$ cat config.mk
export PLATFORM = sky130hd
export DESIGN_NAME = capcmp_unit
export DESIGN_NICKNAME = d
export VERILOG_FILES = /design/src/rtl/capcmp_pkg.sv /design/src/rtl/capcmp_sync_edge.sv /design/src/rtl/capcmp_prescale.sv /design/src/rtl/capcmp_match.sv /design/src/rtl/capcmp_unit.sv
export SDC_FILE = /design/constraint.sdc
export NUM_CORES = 1
export LEC_CHECK = 0
export CORE_MARGIN = 10
export CORE_UTILIZATION = 55
export DETAILED_ROUTE_END_ITERATION = 8
export DONT_BUFFER_PORTS = 1
export GPL_ROUTABILITY_DRIVEN = 0
export PLACE_DENSITY = 0.73
export SETUP_SLACK_MARGIN = 0.05
export SYNTH_ARGS = -nofsm -noshare
export SYNTH_HDL_FRONTEND = slang
export SYNTH_SLANG_ARGS = --single-unit
$ cat constraint.sdc
create_clock -name clk -period 1.9 [get_ports clk]
set_input_delay 0.285 -clock clk [delete_from_list [all_inputs] [get_ports clk]]
set_output_delay 0.285 -clock clk [all_outputs]
set_load 0.1 [all_outputs]
$ cat src/rtl/capcmp_pkg.sv
package capcmp_pkg;
  localparam logic [3:0] M_TOGGLE   = 4'b0010;
  localparam logic [3:0] M_CAP_FALL = 4'b0100;
  localparam logic [3:0] M_CAP_R4   = 4'b0110;
  localparam logic [3:0] M_CAP_R16  = 4'b0111;
  localparam logic [3:0] M_SET_ON   = 4'b1000;
  localparam logic [3:0] M_CLR_ON   = 4'b1001;
  localparam logic [3:0] M_FLAG     = 4'b1010;
  localparam logic [3:0] M_TRIGGER  = 4'b1011;

  function automatic logic is_cap(input logic [3:0] m);
    return m[3:2] == 2'b01;
  endfunction

  function automatic logic is_cmp(input logic [3:0] m);
    return (m == M_TOGGLE) || (m[3:2] == 2'b10);
  endfunction

  function automatic logic is_off(input logic [3:0] m);
    return !is_cap(m) && !is_cmp(m);
  endfunction

  function automatic logic drives_pin(input logic [3:0] m);
    return (m == M_TOGGLE) || (m == M_SET_ON) || (m == M_CLR_ON);
  endfunction
endpackage

$ cat src/rtl/capcmp_sync_edge.sv
module capcmp_sync_edge #(
  parameter int STAGES = 2
) (
  input  logic clk,
  input  logic rst,
  input  logic pin_i,
  output logic rise_o,
  output logic fall_o
);
  logic [STAGES:0] sh;

  always_ff @(posedge clk) begin
    if (rst) sh <= '0;
    else     sh <= {sh[STAGES-1:0], pin_i};
  end

  assign rise_o = sh[STAGES-1] & ~sh[STAGES];
  assign fall_o = ~sh[STAGES-1] & sh[STAGES];

  // an edge seen now entered the pin STAGES clocks ago
  a_r2_sync_delay: assert property (@(posedge clk) disable iff (rst)
    rise_o |-> $past(pin_i, STAGES));
endmodule

$ cat src/rtl/capcmp_prescale.sv
module capcmp_prescale #(
  parameter int W = 4
) (
  input  logic         clk,
  input  logic         rst,
  input  logic         clr,
  input  logic         ev,
  input  logic [W-1:0] limit,
  output logic         fire
);
  logic [W-1:0] cnt;

  assign fire = ev && !clr && (cnt == limit);

  always_ff @(posedge clk) begin
    if (rst || clr) cnt <= '0;
    else if (ev)    cnt <= fire ? '0 : cnt + 1'b1;
  end

  // the edge count never runs past the selected divide
  a_r4_cnt_bound: assert property (@(posedge clk) disable iff (rst)
    !clr |-> cnt <= limit);
endmodule

$ cat src/rtl/capcmp_match.sv
module capcmp_match #(
  parameter int W = 16
) (
  input  logic         clk,
  input  logic         rst,
  input  logic         arm,
  input  logic [W-1:0] timer,
  input  logic [W-1:0] ref_val,
  output logic         hit
);
  logic eq, eq_q;

  assign eq  = (timer == ref_val);
  assign hit = arm && eq && !eq_q;

  always_ff @(posedge clk) begin
    if (rst) eq_q <= 1'b0;
    else     eq_q <= eq;
  end

  // one match per run of equality
  a_r7_single_hit: assert property (@(posedge clk) disable iff (rst)
    hit |=> !hit);
endmodule

$ cat src/rtl/capcmp_unit.sv
module capcmp_unit
  import capcmp_pkg::*;
#(
  parameter int TW     = 16,
  parameter int DIV_LO = 4,
  parameter int DIV_HI = 16,
  parameter int SYNC_N = 2
) (
  input  logic          clk,
  input  logic          rst,
  input  logic [3:0]    mode_i,
  input  logic [TW-1:0] timer_i,
  input  logic [TW-1:0] cmp_val_i,
  input  logic          cap_pin_i,
  input  logic          flag_clr_i,
  output logic [TW-1:0] cap_val_o,
  output logic          flag_o,
  output logic          out_pin_o,
  output logic          out_en_o,
  output logic          tmr_rst_o
);
  localparam int PW = $clog2(DIV_HI);

  logic [3:0]    mode_q;
  logic          chg, off, cap_arm, cmp_arm;
  logic          rise, fall, ev, fire, hit;
  logic [PW-1:0] limit;

  always_ff @(posedge clk) begin
    if (rst) mode_q <= '0;
    else     mode_q <= mode_i;
  end

  assign chg     = (mode_i != mode_q);
  assign off     = is_off(mode_i);
  assign cap_arm = is_cap(mode_i) && !chg;
  assign cmp_arm = is_cmp(mode_i) && !chg;
  assign ev      = (mode_i == M_CAP_FALL) ? fall : rise;
  assign limit   = (mode_i == M_CAP_R16) ? PW'(DIV_HI - 1) :
                   (mode_i == M_CAP_R4)  ? PW'(DIV_LO - 1) : '0;

  capcmp_sync_edge #(.STAGES(SYNC_N)) u_edge (
    .clk(clk), .rst(rst), .pin_i(cap_pin_i), .rise_o(rise), .fall_o(fall));

  capcmp_prescale #(.W(PW)) u_pre (
    .clk(clk), .rst(rst), .clr(!cap_arm), .ev(ev), .limit(limit), .fire(fire));

  capcmp_match #(.W(TW)) u_match (
    .clk(clk), .rst(rst), .arm(cmp_arm), .timer(timer_i),
    .ref_val(cmp_val_i), .hit(hit));

  always_ff @(posedge clk) begin
    if (rst || off) begin
      cap_val_o <= '0;
      flag_o    <= 1'b0;
      out_pin_o <= 1'b0;
      out_en_o  <= 1'b0;
      tmr_rst_o <= 1'b0;
    end else begin
      tmr_rst_o <= hit && (mode_i == M_TRIGGER);
      out_en_o  <= drives_pin(mode_i);
      if (fire) cap_val_o <= timer_i;
      if (fire || hit)     flag_o <= 1'b1;
      else if (flag_clr_i) flag_o <= 1'b0;
      if (chg) out_pin_o <= (mode_i == M_CLR_ON);
      else if (hit) begin
        case (mode_i)
          M_TOGGLE: out_pin_o <= ~out_pin_o;
          M_SET_ON: out_pin_o <= 1'b1;
          M_CLR_ON: out_pin_o <= 1'b0;
          default:  out_pin_o <= out_pin_o;
        endcase
      end
    end
  end

  // off codes quiet every output on the next cycle
  a_r1_off_quiet: assert property (@(posedge clk) disable iff (rst)
    is_off(mode_i) |=> (!flag_o && !out_en_o && !out_pin_o && !tmr_rst_o && cap_val_o == '0));
  // a timer reset pulse only comes from the trigger mode, with the flag
  a_r11_trig_src: assert property (@(posedge clk) disable iff (rst)
    tmr_rst_o |-> ($past(mode_i) == M_TRIGGER && flag_o));
  // flag holds without a clear strobe
  a_r6_flag_sticky: assert property (@(posedge clk) disable iff (rst)
    (flag_o && !flag_clr_i && !is_off(mode_i)) |=> flag_o);
  // pin drive only in the driving modes
  a_r12_drive_modes: assert property (@(posedge clk) disable iff (rst)
    out_en_o |-> drives_pin($past(mode_i)));
endmodule

After elaboration in Yosys (flattened, before gate mapping)
Cells that the tools add are included.
W data, S select, Z words.
Word-level totals
  register bits: 32
  word-level logic and storage cells: 59
  input bits: 40
  output and inout port bits: 20
Operators by class
  reductions and logical operators: 23
  add/sub/neg operators: 1
  muxes and demuxes: 9
  bitwise operators: 5
  equality and inequality tests: 12
Operators with widths (count)
  $eq A16 B16 Y1: 1
  $eq A4 B3 Y1 const B: 3
  $eq A4 B4 Y1 const B: 3
  $logic_and A1 B1 Y1: 8
  $mux W4: 2
  $logic_or A1 B1 Y1: 6
  $logic_not A1 Y1: 5
  $mux W1: 5
  $add A4 B1 Y4 const B: 1
  $eq A4 B2 Y1 const B: 1
  $eq A4 B4 Y1: 1
  $ne A4 B4 Y1: 1
  $reduce_bool A2 Y1: 2
  $reduce_bool A4 Y1: 1
  $not A1 Y1: 3
  $pmux W1 S3: 1
  $and A1 B1 Y1: 2
  $eq A2 B1 Y1 const B: 1
  $eq A2 B2 Y1 const B: 1
  $mux W2: 1
  $reduce_and A2 Y1: 1

Logic depth before layout (Yosys ltp)
Gate-level depths: netlist (run 1).
  word-level depth: 7
  mapped depth: 8
  mapped depth without buffers: 5

Modules after synthesis
From an unflattened synthesis (run 1), not the netlist that was laid out.
Unflattened totals
  cells, all modules: 155
  area total of the unflattened synthesis: 1569.0 µm²
By module, submodules not included
  capcmp_unit: times used 1, sequential area each 480.5 µm², cells an instance 100, area an instance 1031.0 µm²
  capcmp_prescale: times used 1, sequential area each 80.1 µm², cells an instance 23, area an instance 239.0 µm²
  capcmp_match: times used 1, sequential area each 20.0 µm², cells an instance 24, area an instance 207.7 µm²
  capcmp_sync_edge: times used 1, sequential area each 60.1 µm², cells an instance 8, area an instance 91.3 µm²

Least setup slack after synthesis (run 1)
OpenSTA, ideal clock, no wires.
  path kind: input -> register
  from: input mode_i[1]
  to: register cap_val_o[10]
  path buffers: 3
  slack: 100 ps
  stages: 8
  arrival time: 1682 ps
  cell sequence: buf_4 > nor4b_4 > mux2i_2 > nand4b_2 > buf_6 > buf_12 > mux2i_1 > nor2_1
On the way
  cells in the longest elaborated chain, start to end: 5
  elaborated cells on any way between the ends: 17
  those cells by class: eq/ne: 6; mux: 3; reduce/logical: 8
Ends and longest elaborated chain
  start: declaration: line capcmp_unit.sv:11  | input logic [3:0] mode_i,
  $eq A4 B3 Y1, or another cell as far along: line capcmp_unit.sv:40  | (mode_i == M_CAP_R4) ? PW'(DIV_LO - 1) : '0;
  $mux W2, or another cell as far along: line capcmp_unit.sv:40
  $mux W4, or another cell as far along: line capcmp_unit.sv:39  | assign limit = (mode_i == M_CAP_R16) ? PW'(DIV_HI - 1) :
  $eq A4 B4 Y1, or another cell as far along: line capcmp_prescale.sv:13  | assign fire = ev && !clr && (cnt == limit);
  $logic_and A1 B1 Y1 / $logic_or A1 B1 Y1 (equally long branches): line capcmp_prescale.sv:13, capcmp_unit.sv:53
  end signal: assignment: line capcmp_unit.sv:62  | if (fire) cap_val_o <= timer_i;
  end: declaration: line capcmp_unit.sv:16  | output logic [TW-1:0] cap_val_o,
Several ways; a longest one is shown, not always the timed one.
A chain may end at the register's enable or synchronous reset.

Final worst setup path (run 1)
  from: register u_pre.cnt[2]
  to: register cap_val_o[15]
On the way
  cells in the longest elaborated chain, start to end: 2
Ends and longest elaborated chain
  start: declaration: line capcmp_prescale.sv:11  | logic [W-1:0] cnt;
  start signal: assignment: line capcmp_prescale.sv:17  | else if (ev) cnt <= fire ? '0 : cnt + 1'b1;
  $eq A4 B4 Y1: line capcmp_prescale.sv:13
  $logic_and A1 B1 Y1: line capcmp_prescale.sv:13
No other way between the ends.

==> results of run 1 <==
## area by class of cell
type	count	area, µm²	area share
inverters	1	3.75	0.00216
multi-input cells	113	816	0.470
repair buffers	23	173	0.0994
well taps	31	38.8	0.0223
flip-flops and latches	32	641	0.369
clock buffers	7	65.1	0.0375
## metal layers
| layer | up-vias | global-route usage | wire length, µm |
|---|---|---|---|
| met5 | - | 0 | 0 |
| met4 | 0 | 0.0570 | 51 |
| met3 | 5 | 0.0667 | 306 |
| met1 | 534 | 0.132 | 1350 |
| met2 | 31 | 0.235 | 1850 |
| li1 | 564 | - | - |
## critical path, cell delays in order (launching register included)
cell	delay (ps)
dfxtp_1	360
a211o_1	290
a21oi_1	210
nand4b_2	120
buf_4	240
mux2i_1	190
nor2_1	50
## worst paths after layout
check,slack (ps),cells after the start,startpoint,end
worst max-delay path,320,6,u_pre.cnt[2],cap_val_o[15]
worst min-delay path,20,1,rst,u_edge.sh[1]
worst max register to register,320,6,u_pre.cnt[2],cap_val_o[15]
worst min register to register,450,1,u_edge.sh[0],u_edge.sh[1]
## metrics by stage
step	instance area, µm²	hold WS [ps]	std cells	setup WS [ps]	utilization
2_1_floorplan	1520	413	153	100	-
3_3_place_gp	1670	358	200	348	0.617
3_5_place_dp	1670	360	200	305	0.617
4_1_cts	1740	10.7	207	315	0.641
5_1_grt	1740	5.03	207	193	0.641
6_report	1740	20.8	207	322	0.641
## sequential cells by signal, summed over array words and instances (netlist names)
register,flops
tmr_rst_o,1
cap_val_o,16
flag_o,1
u_match.eq_q,1
out_en_o,1
u_pre.cnt,4
mode_q,4
out_pin_o,1
u_edge.sh,3
## cells in the mapped netlist (all sizes together), types with 2 or more instances
cell type / n / area [µm²]
a21oi: 3 / 15.0
buf: 6 / 58.8
dfxtp: 32 / 641
mux2i: 19 / 194
nand2: 6 / 22.5
nand2b: 7 / 43.8
nand3b: 2 / 15.0
nand4: 4 / 25.0
nor2: 19 / 71.3
nor2b: 8 / 50.1
nor3: 2 / 10.0
nor3b: 2 / 15.0
nor4: 4 / 25.0
or2: 2 / 12.5
or3: 2 / 12.5
xnor2: 4 / 35.0
xor2: 18 / 158
## cell families (layout without fill, tap and decap cells)
logic type	after synthesis	count (layout)
DFF	32	32
AOI/OAI and AO/OA	10	10
xor gates and xnor gates	22	22
adders and majority gates	1	1
and+or+nand+nor	61	61
buffers and inverters	8	31
muxes	19	19
## power groups by stage
stage | registers [mW] | logic [mW] | clock network [mW]
finish | 0.682 | 0.0921 | 0.423
floorplan | 0.704 | 0.0799 | 0
CTS | 0.682 | 0.0927 | 0.432
global route | 0.683 | 0.102 | 0.456
detailed placement | 0.697 | 0.0921 | 0
global placement | 0.697 | 0.0887 | 0
## cells in the final DEF (no fill, tap or decap), drive strengths merged, types with 2 or more instances in the layout
master,count
nor2,19
nand3b,2
buf,23
dfxtp,32
a21oi,3
nand2,6
or2,2
nor4,4
nor3b,2
nand2b,7
or3,2
clkbuf,7
nor2b,8
mux2i,19
nand4,4
nor3,2
xor2,18
xnor2,4
==> reports/metrics.csv, run 1 <==
metric,value,unit
skew,10.1,ps
dieArea,5270,µm²
required,2110,ps
seqPwrFrac,0.569,
ys_warn_count,0,
synth-seq-cells,32,
clock_path_buffers,2,
synth_area,1520,µm²
wl,3550,µm
start_kind,flip-flop,
worstSetupPathType,flip-flop to flip-flop,
power_density,689,nW/µm²
dp.final_hpwl,2740,µm
rows,19,
final.fill_count,256,
grt_pass1_wl,5640,µm
dieWidth,72.6,µm
ir_drop,0.000693,V
place.port_buffers,0,
avgViaCountPerCell,5.48,
power_leakage,0.803,nW
numClockSinks,32,
maxCapViolCount,0,
synth.avg_cell_area,9.95,µm²
drive_gt1_frac,0.188,
synth_top_family_by_area,simple AND/OR/NAND/NOR gates,
synthFlopType,dfxtp_1,
io_pins,60,
hold_violations,0,
antenna_cells,0,
synth_xor_area_frac,0.127,
synth_nets,194,
drc_errors,0,
dr.pass1.iters,4,
cts_tree,built,
overflow,0,
max_freq,0.634,GHz
cts-root-buf,clkbuf_4,
drt-initial-drc-count,93,
htreeDepth,2,
num-nets-final,217,
pwr-share-clk,0.354,
crit_fanout,19,
grt_pass1_vias,1202,
setup_viol_count_final,0,
rsz0062_at_grt,false,
syn_inst,153,
synth-simple-area-share,0.230,
cts_buffers,5,
postCtsResizedCells,0,
antenna_found_initial,0,
insertion_delay,320,ps
fp.dieH,72.6,µm
wire_per_inst,17.1,µm
tightestPinTransition,366,ps
period_share,0.831,
ys_seq_area_frac,0.421,
synthArstFlopShare,0,
ant_nets,0,
cp_data_arrival_time,1790,ps
power,1.20,mW
ctsHoldBuffers,0,
synthAdderAreaFrac,0.00822,
min_period,1580,ps
start_util,0.562,
switchingPower,262,µW
grt_usage,0.135,
grt_start_max_net_pins,20,
outcome,"complete, no violations",
switching_share,0.219,
core_area,2710,µm²
tns,0,ps
synth_compound_area_frac,0.0435,
hold_path_class,input pin to flip-flop,
slew_violations,0,
vias,1134,
cts_setup_buffers,0,
max_slew_margin,0.754,
area_growth,14.1,%
synth_cell_types,35,
clk_pin_slew,100,ps
synth_edf_count,0,
synth_mux_area_frac,0.127,
intPower,935,µW
end_kind,flip-flop,
p_comb_frac,0.077,
Note: power is estimated with default switching activity, not from simulation.
==> run 2: changes to the inputs <==
Clock period 1.9 ns to 1.4 ns, I/O delays scaled along.
==> run 2 against run 1 <==
The run now ends with setup timing left. Combinational power is 70% higher. Highest routed layer unchanged. Setup slack worse by 490 ps. Non-clock buffer count is 11 higher. Register-to-register slack worse by 490 ps. Critical path type unchanged. Clock-buffer cell count stayed put. Largest cell class unchanged. Wire length is 4.3% higher. First-iteration DRC count is 61% lower.
==> reports/metrics.csv, run 2 (synthesized netlist as in run 1, its figures left out) <==
metric,value,unit
regMostFlops,cap_val_o,
rsz0062_at_grt,true,
crit_chain,xnor2_2 -> nand4_1 -> or3_4 -> or2_4 -> nor3b_2,
place.port_buffers,0,
cts-root-buf,clkbuf_4,
setup_slack,-171,ps
tightestPinTransition,383,ps
antenna_cells,0,
dr.pass1.iters,4,
outcome,"finished, violations left",
grt_start_max_net_pins,20,
overflow,0,
maxCapViolCount,0,
max_stage_delay,380,ps
largestRegisters,"cap_val_o x16, mode_q x4, u_pre.cnt x4",
fin_cells,218,
num-nets-final,228,
antenna_found_initial,0,
numClockSinks,32,
cp_data_arrival_time,1830,ps
cts_tree,built,
ant_nets,0,
start_kind,flip-flop,
core_area,2710,µm²
power,1.66,mW
dp.final_hpwl,2760,µm
clk_pin_slew,90,ps
crit_family,simple AND/OR/NAND/NOR gates,
start_util,0.562,
hold_violations,0,
ff_latch_area,647,µm²
slew_violations,0,
final.fill_count,222,
rrSetupSlack,-170,ps
drt-initial-drc-count,36,
required,1660,ps
critPathBufInv,0,
violations,setup timing,
final_cell_mix,"dfxtp_1 (27), buf_4 (27), xor2_1 (18), nor2_1 (18), mux2i_1 (18)",
drc_errors,0,
htreeDepth,2,
wl,3700,µm
dieArea,5270,µm²
period_share,1.12,
wire_per_inst,17.0,µm
ir_drop,0.000910,V
grt_usage,0.138,
crit_fanout,4,
end_kind,flip-flop,
power_density,863,nW/µm²
max_freq,0.636,GHz
max_slew_margin,0.744,
power_leakage,0.903,nW
grt_pass1_wl,5790,µm
avgViaCountPerCell,5.46,
min_period,1570,ps
drive_gt1_frac,0.305,
grt_pass1_vias,1252,
cts_buffers,5,
dieWidth,72.6,µm
worstSetupPathType,flip-flop to flip-flop,
insertion_delay,320,ps
setup_viol_count_final,23,
largest_reg_flops,16,
io_pins,60,
hold_path_class,input pin to flip-flop,
vias,1191,
place_inst,205,
rows,19,
area_growth,26.5,%
crit_slowest_cell,or3_4,
multi_input_area,887,µm²
skew,5.80,ps
clock_path_buffers,2,
fp.dieH,72.6,µm
==> run 2: cell types whose count changed in the layout (fill, tap and decap cells not counted), moves of 2 or more <==
cell           delta
xnor2_1           -4
a21oi_1           -2
a21oi_2           +2
dlygate4sd3_1     +5
dfxtp_2           +5
or3_4             +2
dfxtp_1           -5
buf_4             +4
xnor2_2           +4
or3_1             -2
==> run 2: repair_timing <==
action                                  in CTS  in global routing
buffers inserted                             0                  1
endpoints found under the setup margin      23                 23
pin swaps                                    0                  2
endpoints found under the hold margin       10                  0
hold buffers                                 5                  0
resized for setup                            3                 15
==> run 2: worst register-to-register path: cells and delay by family (launching register included) <==
kind                      cells  cell delay (ps)
DFF                           1              340
and+or+nand+nor               4             1010
xor gates and xnor gates      1              160
==> run 2: layout make-up <==
type                    count  area share
multi-input cells         113       0.461
flip-flops and latches     32       0.336
repair buffers             34       0.147
clock buffers               7      0.0338
well taps                  31      0.0201
inverters                   1     0.00195
==> run 2: power breakdown <==
part	internal, mW	switching, mW	leakage, nW
Combinational	0.0856	0.0719	0.604
Sequential	0.922	0.00659	0.261
Clock	0.285	0.292	0.0374
==> run 2: worst paths after layout <==
check,start,to,cells past startpoint
worst max-delay path,mode_q[0],tmr_rst_o,5
worst min-delay path,mode_i[0],mode_q[0],1
worst max register to register,mode_q[0],tmr_rst_o,5
worst min register to register,u_edge.sh[0],u_edge.sh[1],1
==> run 2: per-stage QoR <==
stage | setup WS, ps | utilization | instance area [µm²] | hold slack [ps] | TNS, ps
finish | -171 | 0.711 | 1930 | 19.9 | -2670
global route | -254 | 0.711 | 1930 | -1.56 | -4810
CTS | -136 | 0.683 | 1850 | 12.1 | -1240
detailed placement | -128 | 0.636 | 1720 | 286 | -1350
global placement | -54.7 | 0.636 | 1720 | 284 | -680
floorplan | -300 | - | 1550 | 338 | -4380
==> run 2: metal layers <==
layer  part of all wire  wire, µm  track usage
met1               0.38      1400        0.139
met2               0.51      1890        0.234
met3               0.10       371       0.0762
met4              0.011        42       0.0506
met5                  0         0            0
